===== src/rtl/elm_pkg.sv =====
package elm_pkg;
  localparam int BYTE_W = 8;
  localparam int SIZE_W = 2;
  typedef enum logic {
    DIR_INIT = 1'b0,
    DIR_TGT  = 1'b1
  } dir_e;
endpackage


===== src/rtl/elm_swap_regs.sv =====
module elm_swap_regs #(
  parameter int NUM_WIN = 4,
  parameter int IDX_W   = 2
) (
  input  logic             clk,
  input  logic             rst,
  input  logic             we,
  input  logic             wr_tgt,
  input  logic [IDX_W-1:0] wr_idx,
  input  logic             wr_val,
  input  logic             rd_tgt,
  input  logic [IDX_W-1:0] rd_idx,
  output logic             rd_swap
);
  logic [NUM_WIN-1:0] init_q;
  logic [NUM_WIN-1:0] tgt_q;

  always_ff @(posedge clk) begin
    if (rst) begin
      init_q <= '0;
      tgt_q  <= '0;
    end else if (we) begin
      if (wr_tgt == elm_pkg::DIR_TGT) tgt_q[wr_idx] <= wr_val;
      else                            init_q[wr_idx] <= wr_val;
    end
  end

  assign rd_swap = (rd_tgt == elm_pkg::DIR_TGT) ? tgt_q[rd_idx] : init_q[rd_idx];

  // a write lands in the addressed entry
  a_r5_write_lands: assert property (@(posedge clk) disable iff (rst)
    we |=> ((($past(wr_tgt) ? tgt_q[$past(wr_idx)] : init_q[$past(wr_idx)])) == $past(wr_val)));
  // the other set is left alone
  a_r5_init_write_spares_tgt: assert property (@(posedge clk) disable iff (rst)
    (we && !wr_tgt) |=> $stable(tgt_q));
  a_r5_tgt_write_spares_init: assert property (@(posedge clk) disable iff (rst)
    (we && wr_tgt) |=> $stable(init_q));
endmodule


===== src/rtl/elm_lane_mask.sv =====
module elm_lane_mask #(
  parameter int LANES  = 4,
  parameter int ADDR_W = 2
) (
  input  logic                      be_mode,
  input  logic                      xfer_tgt,
  input  logic [elm_pkg::SIZE_W-1:0] size,
  input  logic [ADDR_W-1:0]         addr,
  input  logic [LANES-1:0]          be_in,
  output logic [LANES-1:0]          lane_en
);
  logic big_src;
  assign big_src = be_mode && (xfer_tgt == elm_pkg::DIR_INIT);

  for (genvar j = 0; j < LANES; j++) begin : g_lane
    logic [ADDR_W-1:0] byte_addr;
    logic              in_foot;
    assign byte_addr = big_src ? ADDR_W'(LANES - 1 - j) : ADDR_W'(j);
    assign in_foot   = (32'(size) >= 32'(ADDR_W)) ||
                       ((byte_addr >> size) == (addr >> size));
    assign lane_en[j] = be_in[j] && in_foot;
  end
endmodule


===== src/rtl/elm_lane_perm.sv =====
module elm_lane_perm #(
  parameter int LANES = 4
) (
  input  logic                             rev,
  input  logic [LANES*elm_pkg::BYTE_W-1:0] data_in,
  input  logic [LANES-1:0]                 en_in,
  output logic [LANES*elm_pkg::BYTE_W-1:0] data_out,
  output logic [LANES-1:0]                 en_out
);
  localparam int BW = elm_pkg::BYTE_W;

  for (genvar j = 0; j < LANES; j++) begin : g_lane
    logic [BW-1:0] pick;
    assign en_out[j] = rev ? en_in[LANES-1-j] : en_in[j];
    assign pick      = rev ? data_in[(LANES-1-j)*BW +: BW] : data_in[j*BW +: BW];
    assign data_out[j*BW +: BW] = en_out[j] ? pick : '0;
  end
endmodule


===== src/rtl/endian_lane_mapper.sv =====
module endian_lane_mapper #(
  parameter int DATA_W  = 32,
  parameter int NUM_WIN = 4,
  localparam int LANES  = DATA_W / elm_pkg::BYTE_W,
  localparam int ADDR_W = (LANES > 1) ? $clog2(LANES) : 1,
  localparam int IDX_W  = (NUM_WIN > 1) ? $clog2(NUM_WIN) : 1
) (
  input  logic                       clk,
  input  logic                       rst,
  input  logic                       be_mode,
  input  logic                       cfg_we,
  input  logic                       cfg_tgt,
  input  logic [IDX_W-1:0]           cfg_idx,
  input  logic                       cfg_swap,
  input  logic                       xfer_tgt,
  input  logic [IDX_W-1:0]           win_idx,
  input  logic [elm_pkg::SIZE_W-1:0] size,
  input  logic [ADDR_W-1:0]          addr,
  input  logic [DATA_W-1:0]          data_in,
  input  logic [LANES-1:0]           be_in,
  output logic [DATA_W-1:0]          data_out,
  output logic [LANES-1:0]           be_out
);
  localparam int BW = elm_pkg::BYTE_W;

  logic              win_swap;
  logic              rev;
  logic [LANES-1:0]  lane_en;
  logic [DATA_W-1:0] perm_data;
  logic [LANES-1:0]  perm_en;

  elm_swap_regs #(.NUM_WIN(NUM_WIN), .IDX_W(IDX_W)) swap_regs_i (
    .clk(clk), .rst(rst), .we(cfg_we), .wr_tgt(cfg_tgt), .wr_idx(cfg_idx),
    .wr_val(cfg_swap), .rd_tgt(xfer_tgt), .rd_idx(win_idx), .rd_swap(win_swap)
  );

  elm_lane_mask #(.LANES(LANES), .ADDR_W(ADDR_W)) lane_mask_i (
    .be_mode(be_mode), .xfer_tgt(xfer_tgt), .size(size), .addr(addr),
    .be_in(be_in), .lane_en(lane_en)
  );

  // Swap only matters for a big-endian core; otherwise keep addresses.
  assign rev = be_mode && !win_swap;

  elm_lane_perm #(.LANES(LANES)) lane_perm_i (
    .rev(rev), .data_in(data_in), .en_in(lane_en),
    .data_out(perm_data), .en_out(perm_en)
  );

  always_ff @(posedge clk) begin
    if (rst) begin
      data_out <= '0;
      be_out   <= '0;
    end else begin
      data_out <= perm_data;
      be_out   <= perm_en;
    end
  end

  // outputs clear coming out of reset
  a_r1_reset_clear: assert property (@(posedge clk) disable iff (rst)
    $past(rst) |-> (data_out == '0 && be_out == '0));
  // permutation keeps the number of enabled lanes
  a_r6_enable_count: assert property (@(posedge clk) disable iff (rst)
    !$past(rst) |-> ($countones(be_out) == $countones($past(lane_en))));
  // little-endian passes enables straight through
  a_r2_le_identity: assert property (@(posedge clk) disable iff (rst)
    (!$past(rst) && !$past(be_mode)) |-> (be_out == $past(lane_en)));

  for (genvar j = 0; j < LANES; j++) begin : g_chk
    // disabled lanes carry zero data
    a_r7_idle_lane_zero: assert property (@(posedge clk) disable iff (rst)
      !be_out[j] |-> (data_out[j*BW +: BW] == '0));
  end
endmodule


===== config.mk =====
export PLATFORM = sky130hd
export DESIGN_NAME = endian_lane_mapper
export DESIGN_NICKNAME = d
export VERILOG_FILES = /design/src/rtl/elm_pkg.sv /design/src/rtl/elm_swap_regs.sv /design/src/rtl/elm_lane_mask.sv /design/src/rtl/elm_lane_perm.sv /design/src/rtl/endian_lane_mapper.sv
export SDC_FILE = /design/constraint.sdc
export NUM_CORES = 1
export LEC_CHECK = 0
export CAP_MARGIN = 20
export CORE_MARGIN = 3
export CORE_UTILIZATION = 23
export CTS_CLUSTER_SIZE = 10
export DETAILED_ROUTE_END_ITERATION = 12
export DONT_BUFFER_PORTS = 1
export SLEW_MARGIN = 0
export SYNTH_ARGS = -nofsm -noshare
export SYNTH_HDL_FRONTEND = slang
export SYNTH_SLANG_ARGS = --single-unit

===== constraint.sdc =====
create_clock -name clk -period 2.2 [get_ports clk]
set_clock_uncertainty 0.15 [all_clocks]
set_input_delay 0.44 -clock clk [delete_from_list [all_inputs] [get_ports clk]]
set_output_delay 0.44 -clock clk [all_outputs]
set_load 0.005 [all_outputs]

======== Yosys cells after proc, flatten, opt, wreduce, memory -nomap -nowiden ========
Index checks and enable logic that the tools add are counted.
word-level totals
  bits in registers ....................... 44
  bits in latches ......................... 0
  bits in writable memories ............... 0
  bits in read-only memories .............. 0
  input port bits ......................... 51
  output and inout port bits .............. 36
  memories kept ........................... 0
cells by class
  $add $sub $neg .......................... 0
  $mul .................................... 0
  divide/modulo/power cells ............... 0
  $lt $le $gt $ge ......................... 4
  eq/ne operators ......................... 4
  shift operators ......................... 5
  mux-type cells .......................... 21
  bitwise logic cells ..................... 6
  reduce and logical (&&, ||, !) cells .... 18
operator list
  operator              count
  $mux W8               4
  $shr A2 B2 Y2         5
  $bwmux W4             2
  $eq A2 B2 Y1          4
  $mux W1               8
  $mux W2               4
  $reduce_or A2 Y1      4
  $logic_and A1 B1 Y1   7
  $lt A2 B3 Y1 const B  2
  $not A1 Y1            6
  $bmux W1 S2           2
  $logic_or A1 B1 Y1    4
  $reduce_and A2 Y1     2
  $demux W1 S2          1
  $ge A2 B1 Y1 const B  1
  $ge A2 B2 Y1 const B  1
  $logic_not A1 Y1      1

======== Longest topological paths before layout ========
Gate-level depths: netlist (run 1).
  word-level depth ........................ 10
  gate-level depth with buffers ........... 10
  gate-level depth less buffers ........... 8

======== Hierarchy ========
From an unflattened synthesis (run 1), not the netlist that was laid out.
unflattened totals
  cells, all modules ...................... 249
  area total of the unflattened synthesis .. 2279.7 um^2
modules (own cells, without submodules)
  module              times used  cells each  area each (um^2)  sequential area each (um^2)
  endian_lane_mapper  1           76          1001.0            720.7
  elm_lane_perm       1           115         674.4             0.0
  elm_swap_regs       1           37          420.4             160.2
  elm_lane_mask       1           21          183.9             0.0

======== Worst setup path after synthesis (run 1) ========
Ideal clock, no wire load.
  path kind ............................... input -> register
  from .................................... input port be_mode
  to ...................................... register data_out[7]
  setup time .............................. 70 ps
  data arrival time ....................... 1886 ps
  required time ........................... 1980 ps
  setup slack ............................. 94 ps
  cell stages on the path ................. 9
  cell sequence ........................... nor2b_1 -> inv_1 -> ha_1 -> nor2b_1 -> mux2i_1 -> o211a_1 -> buf_2 -> nand3_1 -> a21oi_1
on the way
  longest elaborated chain between the ends .. 9
  elaborated cells between the ends (all ways) .. 16
  those cells by class .................... eq/ne: 2; shift: 2; mux: 4; bitwise: 1; reduce/logical: 7
ends and longest elaborated chain
  item                               RTL line                  text
  start, declared                    endian_lane_mapper.sv:10  input logic be_mode,
  $logic_and A1 B1 Y1                elm_lane_mask.sv:13       assign big_src = be_mode && (xfer_tgt == elm_pkg::DIR_INIT);
  $mux W2                            elm_lane_mask.sv:18       assign byte_addr = big_src ? ADDR_W'(LANES - 1 - j) : ADDR_W'(j);
  $shr A2 B2 Y2                      elm_lane_mask.sv:20       ((byte_addr >> size) == (addr >> size));
  $eq A2 B2 Y1                       elm_lane_mask.sv:20
  $logic_or A1 B1 Y1                 elm_lane_mask.sv:19       assign in_foot = (32'(size) >= 32'(ADDR_W)) ||
  $logic_and A1 B1 Y1                elm_lane_mask.sv:21       assign lane_en[j] = be_in[j] && in_foot;
  $mux W1                            elm_lane_perm.sv:14       assign en_out[j] = rev ? en_in[LANES-1-j] : en_in[j];
  $not A1 Y1 (no source line)        --
  $reduce_or A2 Y1 (no source line)  --
  end signal, assigned               endian_lane_mapper.sv:55  data_out <= perm_data;
  end, declared                      endian_lane_mapper.sv:21  output logic [DATA_W-1:0] data_out,
Several ways; a longest one is shown, not always the timed one.
A chain may end at the register's enable or synchronous reset.

======== Worst setup path in the final report (run 1) ========
  from .................................... register swap_regs_i.tgt_q[2]
  to ...................................... register data_out[20]
on the way
  longest elaborated chain between the ends .. 8
  elaborated cells between the ends (all ways) .. 9
  those cells by class .................... mux: 5; bitwise: 1; reduce/logical: 3
ends and longest elaborated chain
  item                               RTL line                  text
  start, declared                    elm_swap_regs.sv:16       logic [NUM_WIN-1:0] tgt_q;
  start signal, assigned by index    elm_swap_regs.sv:23       if (wr_tgt == elm_pkg::DIR_TGT) tgt_q[wr_idx] <= wr_val;
  $bmux W1 S2 *                      elm_swap_regs.sv:28       assign rd_swap = (rd_tgt == elm_pkg::DIR_TGT) ? tgt_q[rd_idx] : init_q[rd_idx];
  $mux W1 (not written as such) *    elm_swap_regs.sv:28
  $mux W1 *                          elm_swap_regs.sv:28
  $logic_not A1 Y1 *                 endian_lane_mapper.sv:43  assign rev = be_mode && !win_swap;
  $logic_and A1 B1 Y1 *              endian_lane_mapper.sv:43
  $mux W1                            elm_lane_perm.sv:14
  $not A1 Y1 (no source line)        --
  $reduce_or A2 Y1 (no source line)  --
Mark *: on every way between the ends. The rest lies on a longest branch, timed or not. The select of a mux whose other input is x is not followed.

==> impl_metrics.env, run 1 <==
export IMPL_seq_area_um2=880.8
export IMPL_finalPower_mw=1.626
export IMPL_cts_sinks=44
export IMPL_yosysSeqAreaShare_pct=40.74
export IMPL_viasPerCell=4.927
export IMPL_clock_fmax_mhz=531.4
export IMPL_grt_pass1_vias=1725
export IMPL_hpwl_mm=3.965
export IMPL_cp_top_family="multiplexers"
export IMPL_period_share_pct=85.54
export IMPL_htree_levels=2
export IMPL_synth_top_family_by_area="simple AND/OR/NAND/NOR gates"
export IMPL_synthToLayoutAreaGrowth_pct=10.30
export IMPL_clk_pin_slew_worst_paths_ps=90
export IMPL_outcome="finished clean"
export IMPL_port_buffers=0
export IMPL_postCtsSetupRepairBufs=0
export IMPL_cts_root_buffer="clkbuf_8"
export IMPL_yosys_area_share_simple_pct=27.37
export IMPL_grt_pass1_wl_mm=8.956
export IMPL_rows=34
export IMPL_critPathCaptureType="flop"
export IMPL_p_leak_nw=0.9579
export IMPL_postPlaceCellArea_um2=2291
export IMPL_cts_tree="built"
export IMPL_ys_ff_latch=44
export IMPL_setup_viol=0
export IMPL_cp_num_buf_inv=1
export IMPL_netlist_top_cells_area="dfxtp_1 (41%), nand3_1 (7.6%), nand3_2 (7.4%), mux2i_1 (6.9%), a21oi_2 (6.5%)"
export IMPL_startpoint_type="flop"
export IMPL_pre_cts_slack_ps=101.8
export IMPL_multiInputGateArea_um2=1145
export IMPL_synth_area_per_cell_um2=9.525
export IMPL_synth_cells=227
export IMPL_holdCritPathClass="in -> reg"
export IMPL_dieArea_um2=10600
export IMPL_cp_arrival_ps=1920
export IMPL_grtUsageTotal_pct=10.93
export IMPL_ctsHoldBuffers=0
export IMPL_fillCellCount=955
export IMPL_wl_mm=5.618
export IMPL_setup_ws_ps=318.0
export IMPL_drt_iter0_drc=50
export IMPL_chipHeight_um=103.0
export IMPL_synthesis_nets=280
export IMPL_coreArea_um2=8934
export IMPL_synthAdderAreaFrac_pct=1.157
export IMPL_cap_violations=0
export IMPL_ff2ff_setup_slack_ps=320
export IMPL_ios=87
export IMPL_grt_ovfl_total=0
export IMPL_setup_tns_ps=0
export IMPL_nets=275
export IMPL_finalCriticalPeriod_ps=1882
export IMPL_cp_required_ps=2240
export IMPL_clk_latency_ps=290
export IMPL_fp_dieW_um=103.0
export IMPL_ant_nets=0
export IMPL_maxSlewViolCount=0
export IMPL_synth_top_area_cell="dfxtp_1"
export IMPL_crit_chain="mux2i_1 -> mux4_2 -> and2_4 -> buf_4 -> nand3_1 -> a21oi_1"
export IMPL_worst_pin_slew_ps=295.1
export IMPL_synth_compound_area_share_pct=14.81
export IMPL_worstPathMaxFanout=19
export IMPL_avgRoutedWirePerCell_um=16.97
export IMPL_powerDensity_nw_per_um2=682.0
export IMPL_final_hold_viol_count=0
export IMPL_final_area_um2=2385
export IMPL_initial_core_util_pct=24.20
export IMPL_grt_max_degree=45
export IMPL_gp_congestion=0.7276
export IMPL_cp_slowest_cell="mux4_2"
export IMPL_vias=1631
export IMPL_yosysWarnings=0
export IMPL_path_class="reg -> reg"
export IMPL_yosysUniqueCellTypes=27
export IMPL_cts_buffer_depth=2
export IMPL_numCtsBuffers=5
export IMPL_drive_gt1_share_pct=21.97
export IMPL_synthMuxAreaShare_pct=7.986
export IMPL_drtPass1Iterations=4
export IMPL_antenna_cells=0
export IMPL_peakVddDrop_mv=0.2077
export IMPL_slew_headroom_pct=80.32
export IMPL_rsz0062_at_grt="no"
export IMPL_antenna_found_initial=0
export IMPL_synth_top_area_share_pct=40.74
export IMPL_post_route_util_pct=26.69
export IMPL_syn_area_um2=2162
export IMPL_synth_xor_area_share_pct=1.620
export IMPL_cts_resized=0
export IMPL_cpPeakStageDelay_ps=490
export IMPL_drcViolationCount=0
-- per-layer routing --
layer	track usage [%]	vias up	part of all wire, %
li1	-	787	-
met1	12.56	785	42
met2	18.94	57	49
met3	4.398	2	8.4
met4	2.689	0	0.44
met5	0	-	0
-- cells in the final DEF (no fill, tap or decap), drive strengths merged, types with 2 or more instances in the layout --
master	synthesis	routed
clkbuf	5	7
a21oi	28	28
nor3b	2	2
nand4b	2	2
buf	15	8
nor2b	3	3
mux2i	15	15
o21ba	8	8
and3	16	16
dfxtp	44	44
inv	2	2
nor2	12	12
nand2b	2	2
nand3	49	49
o211a	4	4
xnor2	4	4
ha	2	2
nand2	10	10
-- Yosys cell counts (all sizes together) --
| cell | number |
|---|---|
| nand3 | 49 |
| dfxtp | 44 |
| a21oi | 28 |
| and3 | 16 |
| buf | 15 |
| mux2i | 15 |
| nor2 | 12 |
| nand2 | 10 |
| o21ba | 8 |
| clkbuf | 5 |
| o211a | 4 |
| xnor2 | 4 |
| nor2b | 3 |
| ha | 2 |
| inv | 2 |
| nand2b | 2 |
| nand4b | 2 |
| nor3b | 2 |
| and2 | 1 |
| mux4 | 1 |
| nand4 | 1 |
| nor3 | 1 |
-- where the power goes --
| group | total, mW | switching, mW | internal, mW |
|---|---|---|---|
| registers | 0.852 | 0.0192 | 0.832 |
| clock network | 0.536 | 0.280 | 0.256 |
| logic | 0.239 | 0.127 | 0.112 |
| total | 1.63 | 0.427 | 1.20 |
-- state kept, by name, indices dropped and copies added (netlist names) --
signal and cells:
be_out 4, swap_regs_i.init_q 4, data_out 32, swap_regs_i.tgt_q 4
-- worst paths after layout --
kind / from / end / depth (start not counted)
setup / recovery: swap_regs_i.tgt_q[2] / data_out[20] / 6
hold / removal: rst / swap_regs_i.init_q[1] / 1
setup reg to reg: swap_regs_i.tgt_q[2] / data_out[20] / 6
hold reg to reg: swap_regs_i.tgt_q[1] / swap_regs_i.tgt_q[1] / 2
-- cell type report --
class / count / share of cell area (%)
clock buffer: 7 / 3.620
clock inverter: 1 / 0.3148
inverter: 2 / 0.3148
multi-input combinational: 161 / 48.01
sequential: 44 / 36.94
tap: 108 / 5.666
timing repair buffer: 8 / 5.142
-- metrics by stage --
stage	std cells	hold WS [ps]
CTS	331	36.58
floorplan	227	309.6
global placement	323	328.0
detailed placement	323	342.2
global route	331	22.63
finish	331	62.01
-- kinds of logic (layout without fill, tap and decap cells) --
family                     Yosys count  after routing
xor gates and xnor gates             4              4
muxes                               16             16
DFF                                 44             44
AOI/OAI and AO/OA                   40             40
adders and majority gates            2              2
buffers and inverters               22             18
and+or+nand+nor                     99             99
Power figures use the tool's default switching activity.
==> run 2, diff against run 1 <==
- REMOVE_ABC_BUFFERS: not set -> 1
==> run 2 against run 1 <==
Effect of this change:
- critical path depth decreased by 1
- total power increased by 9.1%
- final area is 1.9% higher
- core utilization increased by 0.50 points
- maximum frequency rose by 2.4%
- combinational power is essentially flat
- worst setup slack better by 44 ps
- sequential power hardly changed
==> impl_metrics.env, run 2 (synthesis results as in run 1) <==
export IMPL_outcome="finished clean"
export IMPL_ios=87
export IMPL_vias=1621
export IMPL_antenna_found_initial=0
export IMPL_largest_reg_flops=32
export IMPL_layout_common_cells="dfxtp_1 (44), nand3_1 (33), and3_1 (16), nand3_2 (16), a21oi_2 (16)"
export IMPL_critPathCaptureType="flop"
export IMPL_cts_root_buffer="clkbuf_8"
export IMPL_dieArea_um2=10600
export IMPL_clock_fmax_mhz=544.2
export IMPL_cts_buffer_depth=2
export IMPL_p_leak_nw=0.9824
export IMPL_worstPathMaxFanout=22
export IMPL_cap_violations=0
export IMPL_period_share_pct=83.53
export IMPL_slew_headroom_pct=78.19
export IMPL_grt_max_degree=45
export IMPL_final_area_um2=2430
export IMPL_seq_area_um2=880.8
export IMPL_final_common_cell="dfxtp_1"
export IMPL_clk_latency_ps=290
export IMPL_final_hold_viol_count=0
export IMPL_port_buffers=0
export IMPL_worst_pin_slew_ps=327.1
export IMPL_rows=34
export IMPL_holdCritPathClass="in -> reg"
export IMPL_ctsHoldBuffers=0
export IMPL_ant_nets=0
export IMPL_grt_pass1_wl_mm=8.618
export IMPL_nets=275
export IMPL_regMostFlops="data_out"
export IMPL_avgRoutedWirePerCell_um=17.47
export IMPL_rsz0062_at_grt="no"
export IMPL_cp_required_ps=2230
export IMPL_drcViolationCount=0
export IMPL_setup_viol=0
export IMPL_cts_sinks=44
export IMPL_drt_iter0_drc=97
export IMPL_multiInputGateArea_um2=1145
export IMPL_grtUsageTotal_pct=10.58
export IMPL_antenna_cells=0
export IMPL_grt_ovfl_total=0
export IMPL_path_class="reg -> reg"
export IMPL_chipHeight_um=103.0
export IMPL_initial_core_util_pct=24.20
export IMPL_cp_arrival_ps=1870
export IMPL_cts_resized=0
export IMPL_coreArea_um2=8934
export IMPL_clk_pin_slew_worst_paths_ps=80
export IMPL_finalPower_mw=1.775
export IMPL_maxSlewViolCount=0
export IMPL_synthToLayoutAreaGrowth_pct=12.38
export IMPL_startpoint_type="flop"
export IMPL_peakVddDrop_mv=0.2473
export IMPL_numCtsBuffers=5
export IMPL_gp_congestion=0.7152
export IMPL_grt_pass1_vias=1635
export IMPL_viasPerCell=4.897
export IMPL_fillCellCount=942
export IMPL_powerDensity_nw_per_um2=730.6
export IMPL_cts_tree="built"
export IMPL_drtPass1Iterations=4
export IMPL_postPlaceCellArea_um2=2303
export IMPL_fp_dieW_um=103.0
export IMPL_hpwl_mm=4.043
export IMPL_postCtsSetupRepairBufs=0
export IMPL_drive_gt1_share_pct=22.42
export IMPL_holdWs_ps=57.23
export IMPL_setup_tns_ps=0
export IMPL_finalCriticalPeriod_ps=1838
export IMPL_htree_levels=2
export IMPL_wl_mm=5.783
## run 2: cell count changes in the layout (fill, tap and decap cells not counted)
cell,delta
buf_12,+1
clkbuf_1,-1
bufinv_16,+1
clkinvlp_4,-1
buf_4,-1
clkbuf_8,+1
## run 2: worst max-delay path: stages, from the launching register on
cell,delay (ps)
dfxtp_1,340
mux2i_1,70
mux4_2,480
and2_4,280
and3_1,220
o21ba_1,180
## run 2: worst paths after layout
path                            slack [ps]             startpoint               endpoint  cells past startpoint
worst max-delay path                   360   swap_regs_i.tgt_q[3]           data_out[25]                      5
worst min-delay path                    60                    rst            data_out[8]                      1
worst max register to register         360   swap_regs_i.tgt_q[3]           data_out[25]                      5
worst min register to register         350  swap_regs_i.init_q[2]  swap_regs_i.init_q[2]                      2
## run 2: layout make-up
type / count / share of cell area (%)
clock buffer: 7 / 3.965
sequential: 44 / 36.25
inverter: 2 / 0.3090
tap: 108 / 5.561
multi-input combinational: 161 / 47.12
timing repair buffer: 8 / 5.561
clock inverter: 1 / 1.236
## run 2: stage by stage
| stage | util (%) | std cells | setup slack, ps |
|---|---|---|---|
| after floorplan | - | 207 | -17.33 |
| after global placement | 25.78 | 323 | 124.5 |
| after detailed placement | 25.78 | 323 | 114.2 |
| after CTS | 27.20 | 331 | 358.2 |
| after global routing | 27.20 | 331 | 257.1 |
| final | 27.20 | 331 | 362.3 |
## run 2: where the power goes
| group | switching, mW | internal, mW | total, mW |
|---|---|---|---|
| clock network | 0.278 | 0.401 | 0.679 |
| logic | 0.127 | 0.115 | 0.242 |
| registers | 0.0215 | 0.833 | 0.854 |
| total | 0.427 | 1.35 | 1.78 |
## run 2: layer usage
metal	share of wire, %	up-vias	track usage [%]
li1	-	786	-
met1	40	778	12.45
met2	49	50	17.37
met3	8.9	7	3.924
met4	2.1	0	4.283
met5	0	-	0
==> run 3, diff against run 2 <==
- ABC_AREA: not set -> 1
- clock period: 2.2 -> 1.54 ns (I/O delays scaled with it)
==> run 3 against run 2 <==
Effect of this change:
- sequential share of layout area down 3.4 points
- combinational power up 120%
- register-to-register slack worse by 280 ps
- global-route usage down 0.61 points
- wire length up 4.9%
- core utilization up 1.8 points
- worst hold slack worse by 18 ps
- die area up 2.8%
- sequential cell count unchanged
- sequential power up 46%
- first-iteration DRC count up 31%
- via count up 26%
- critical path type unchanged
- highest routed layer unchanged
==> impl_metrics.env, run 3 <==
export IMPL_outcome="finished clean"
export IMPL_finalPower_mw=2.531
export IMPL_ios=87
export IMPL_cp_required_ps=1570
export IMPL_dieArea_um2=10900
export IMPL_period_share_pct=94.71
export IMPL_cap_violations=0
export IMPL_regMostFlops="data_out"
export IMPL_drtPass1Iterations=4
export IMPL_critPathCaptureType="flop"
export IMPL_rows=35
export IMPL_p_leak_nw=1.365
export IMPL_synth_edf_count=0
export IMPL_grt_pass1_wl_mm=8.804
export IMPL_avgRoutedWirePerCell_um=12.69
export IMPL_synthArstFlopShare_pct=0
export IMPL_wl_mm=6.068
export IMPL_holdWs_ps=38.97
export IMPL_final_hold_viol_count=0
export IMPL_slew_headroom_pct=65.81
export IMPL_port_buffers=0
export IMPL_yosysUniqueCellTypes=23
export IMPL_cts_sinks=44
export IMPL_synth_top_area_cell="dfxtp_1"
export IMPL_rsz0062_at_grt="yes"
export IMPL_synthFlopType="dfxtp_1"
export IMPL_holdCritPathClass="in -> reg"
export IMPL_final_common_cell="nand2_1"
export IMPL_cts_root_buffer="clkbuf_8"
export IMPL_synthToLayoutAreaGrowth_pct=21.63
export IMPL_sw_frac_of_total_pct=29.64
export IMPL_whs_path_depth=2
export IMPL_grt_ovfl_total=0
export IMPL_power_net_switching_mw=0.7503
export IMPL_cts_buffer_depth=2
export IMPL_synth_top_area_share_pct=39.55
export IMPL_hpwl_mm=4.119
export IMPL_vias=2041
export IMPL_path_class="reg -> reg"
export IMPL_gp_congestion=0.8219
export IMPL_layout_common_cells="nand2_1 (87), inv_1 (58), nand3_1 (45), dfxtp_1 (37), nor2_1 (29)"
export IMPL_viasPerCell=4.270
export IMPL_synth_most_common_cell="nand2_1"
export IMPL_reg2regPathDepth=11
export IMPL_yosysSeqAreaShare_pct=39.55
export IMPL_chipHeight_um=104.4
export IMPL_synth_common_cells="nand2_1 (94), inv_1 (60), nand3_1 (47), dfxtp_1 (44), nor2_1 (31)"
export IMPL_numCtsBuffers=5
export IMPL_yosysWarnings=0
export IMPL_cts_tree="built"
export IMPL_drcViolationCount=0
export IMPL_worstPathMaxFanout=7
export IMPL_nets=401
export IMPL_clk_latency_ps=290
export IMPL_antenna_cells=0
export IMPL_drt_iter0_drc=127
export IMPL_p_int_mw=1.781
export IMPL_clock_power_share_pct=29.7
export IMPL_antenna_found_initial=0
export IMPL_peakVddDrop_mv=0.3355
export IMPL_worst_pin_slew_ps=509.6
export IMPL_largest_reg_flops=32
export IMPL_powerDensity_nw_per_um2=934.5
export IMPL_fillCellCount=1021
export IMPL_grtUsageTotal_pct=9.970
export IMPL_syn_area_um2=2227
export IMPL_coreArea_um2=9328
export IMPL_synth_cells=332
export IMPL_ant_nets=0
export IMPL_netlist_top_cells_area="dfxtp_1 (40%), nand2_1 (16%), nand3_1 (11%), inv_1 (10%), nor2_1 (5.2%)"
export IMPL_htree_levels=2
export IMPL_initial_core_util_pct=23.88
export IMPL_clock_fmax_mhz=685.6
export IMPL_grt_pass1_vias=1862
export IMPL_setup_viol=0
export IMPL_maxSlewViolCount=0
export IMPL_startpoint_type="flop"
export IMPL_fp_dieW_um=104.4
export IMPL_grt_max_degree=33
export IMPL_synth_area_per_cell_um2=6.708
export IMPL_finalCriticalPeriod_ps=1459
export IMPL_cp_arrival_ps=1490
export IMPL_drive_gt1_share_pct=19.20
export IMPL_power_frac_comb_pct=20.9
export IMPL_multiInputGateArea_um2=1114
export IMPL_p_seq_share_pct=49.4
export IMPL_ys_ff_latch=44
export IMPL_seq_area_um2=889.6
export IMPL_clk_pin_slew_worst_paths_ps=90
run 3: cell count changes after synthesis, sizes merged, moves of 5 or more:
cell / change
nand2: +89
buf: -6
a21oi: -22
mux2i: -15
nor2: +28
inv: +60
and3: -16
o21ba: -8
clkbuf: -5
run 3: cell type report:
cell class / instances / share of cell area (%)
clock buffer: 6 / 3.048
clock inverter: 2 / 0.3695
inverter: 63 / 8.822
multi-input combinational: 217 / 41.11
sequential: 44 / 32.84
tap: 129 / 5.958
timing repair buffer: 17 / 7.852
run 3: per-stage QoR:
stage / area, um2 / cells / worst slack (ps) / utilization, % / setup TNS [ps]
after floorplan: 2163 / 323 / -65.10 / - / -1538
after global placement: 2417 / 461 / -152.2 / 25.92 / -4422
after detailed placement: 2417 / 461 / -237.2 / 25.92 / -6131
after CTS: 2527 / 470 / 12.34 / 27.10 / 0
after global routing: 2709 / 478 / -14.56 / 29.04 / -46.39
final: 2709 / 478 / 81.39 / 29.04 / 0
run 3: cells by family (layout without fill, tap and decap cells):
logic type               after synthesis  after routing  share of synthesized area [%]
AO/OA/AOI/OAI                         14             14                          3.371
adder cells (fa/ha/maj)                2              2                          1.123
buffers and inverters                 72             88                          13.60
flip-flops                            44             44                          39.55
AND/OR/NAND/NOR                      200            201                          42.36
run 3: critical path: stages (launching register included):
cell     delay [ps]
dfxtp_2         340
inv_1            40
nand2_1          60
nand3_2          90
nand3_4         100
nand2_8          90
buf_8           150
buf_4           130
nand2_1          50
nand2_1          40
inv_1            60
nor2_2           40
run 3: power by group through the flow:
| stage | clock network, mW | logic, mW | registers (mW) |
|---|---|---|---|
| after global routing | 0.834 | 0.607 | 1.26 |
| after floorplan | 0 | 0.336 | 1.27 |
| after global placement | 0 | 0.441 | 1.28 |
| after CTS | 0.787 | 0.460 | 1.25 |
| final | 0.751 | 0.529 | 1.25 |
| after detailed placement | 0 | 0.452 | 1.28 |
run 3: final timing paths:
kind,from,end,slack (ps)
worst max register to register,swap_regs_i.tgt_q[1],data_out[30],80
worst min-delay path,cfg_idx[1],swap_regs_i.init_q[2],40
worst min register to register,swap_regs_i.init_q[1],swap_regs_i.init_q[1],300
worst max-delay path,swap_regs_i.tgt_q[1],data_out[30],80
run 3: repair_timing:
| item | in CTS | in global routing |
|---|---|---|
| hold buffers | 1 | 0 |
| resized for setup | 1 | 30 |
| pin swaps | 0 | 6 |
| setup buffers | 0 | 4 |
| cloned | 0 | 4 |
| setup endpoints to repair | 8 | 36 |
| endpoints found under the hold margin | 4 | 0 |
run 3: routing by layer:
metal | wire [um] | track usage (%) | vias up
li1 | - | - | 1051
met1 | 2653 | 11.51 | 909
met2 | 2872 | 17.11 | 74
met3 | 478 | 3.724 | 7
met4 | 64 | 2.944 | 0
met5 | 0 | 0 | -
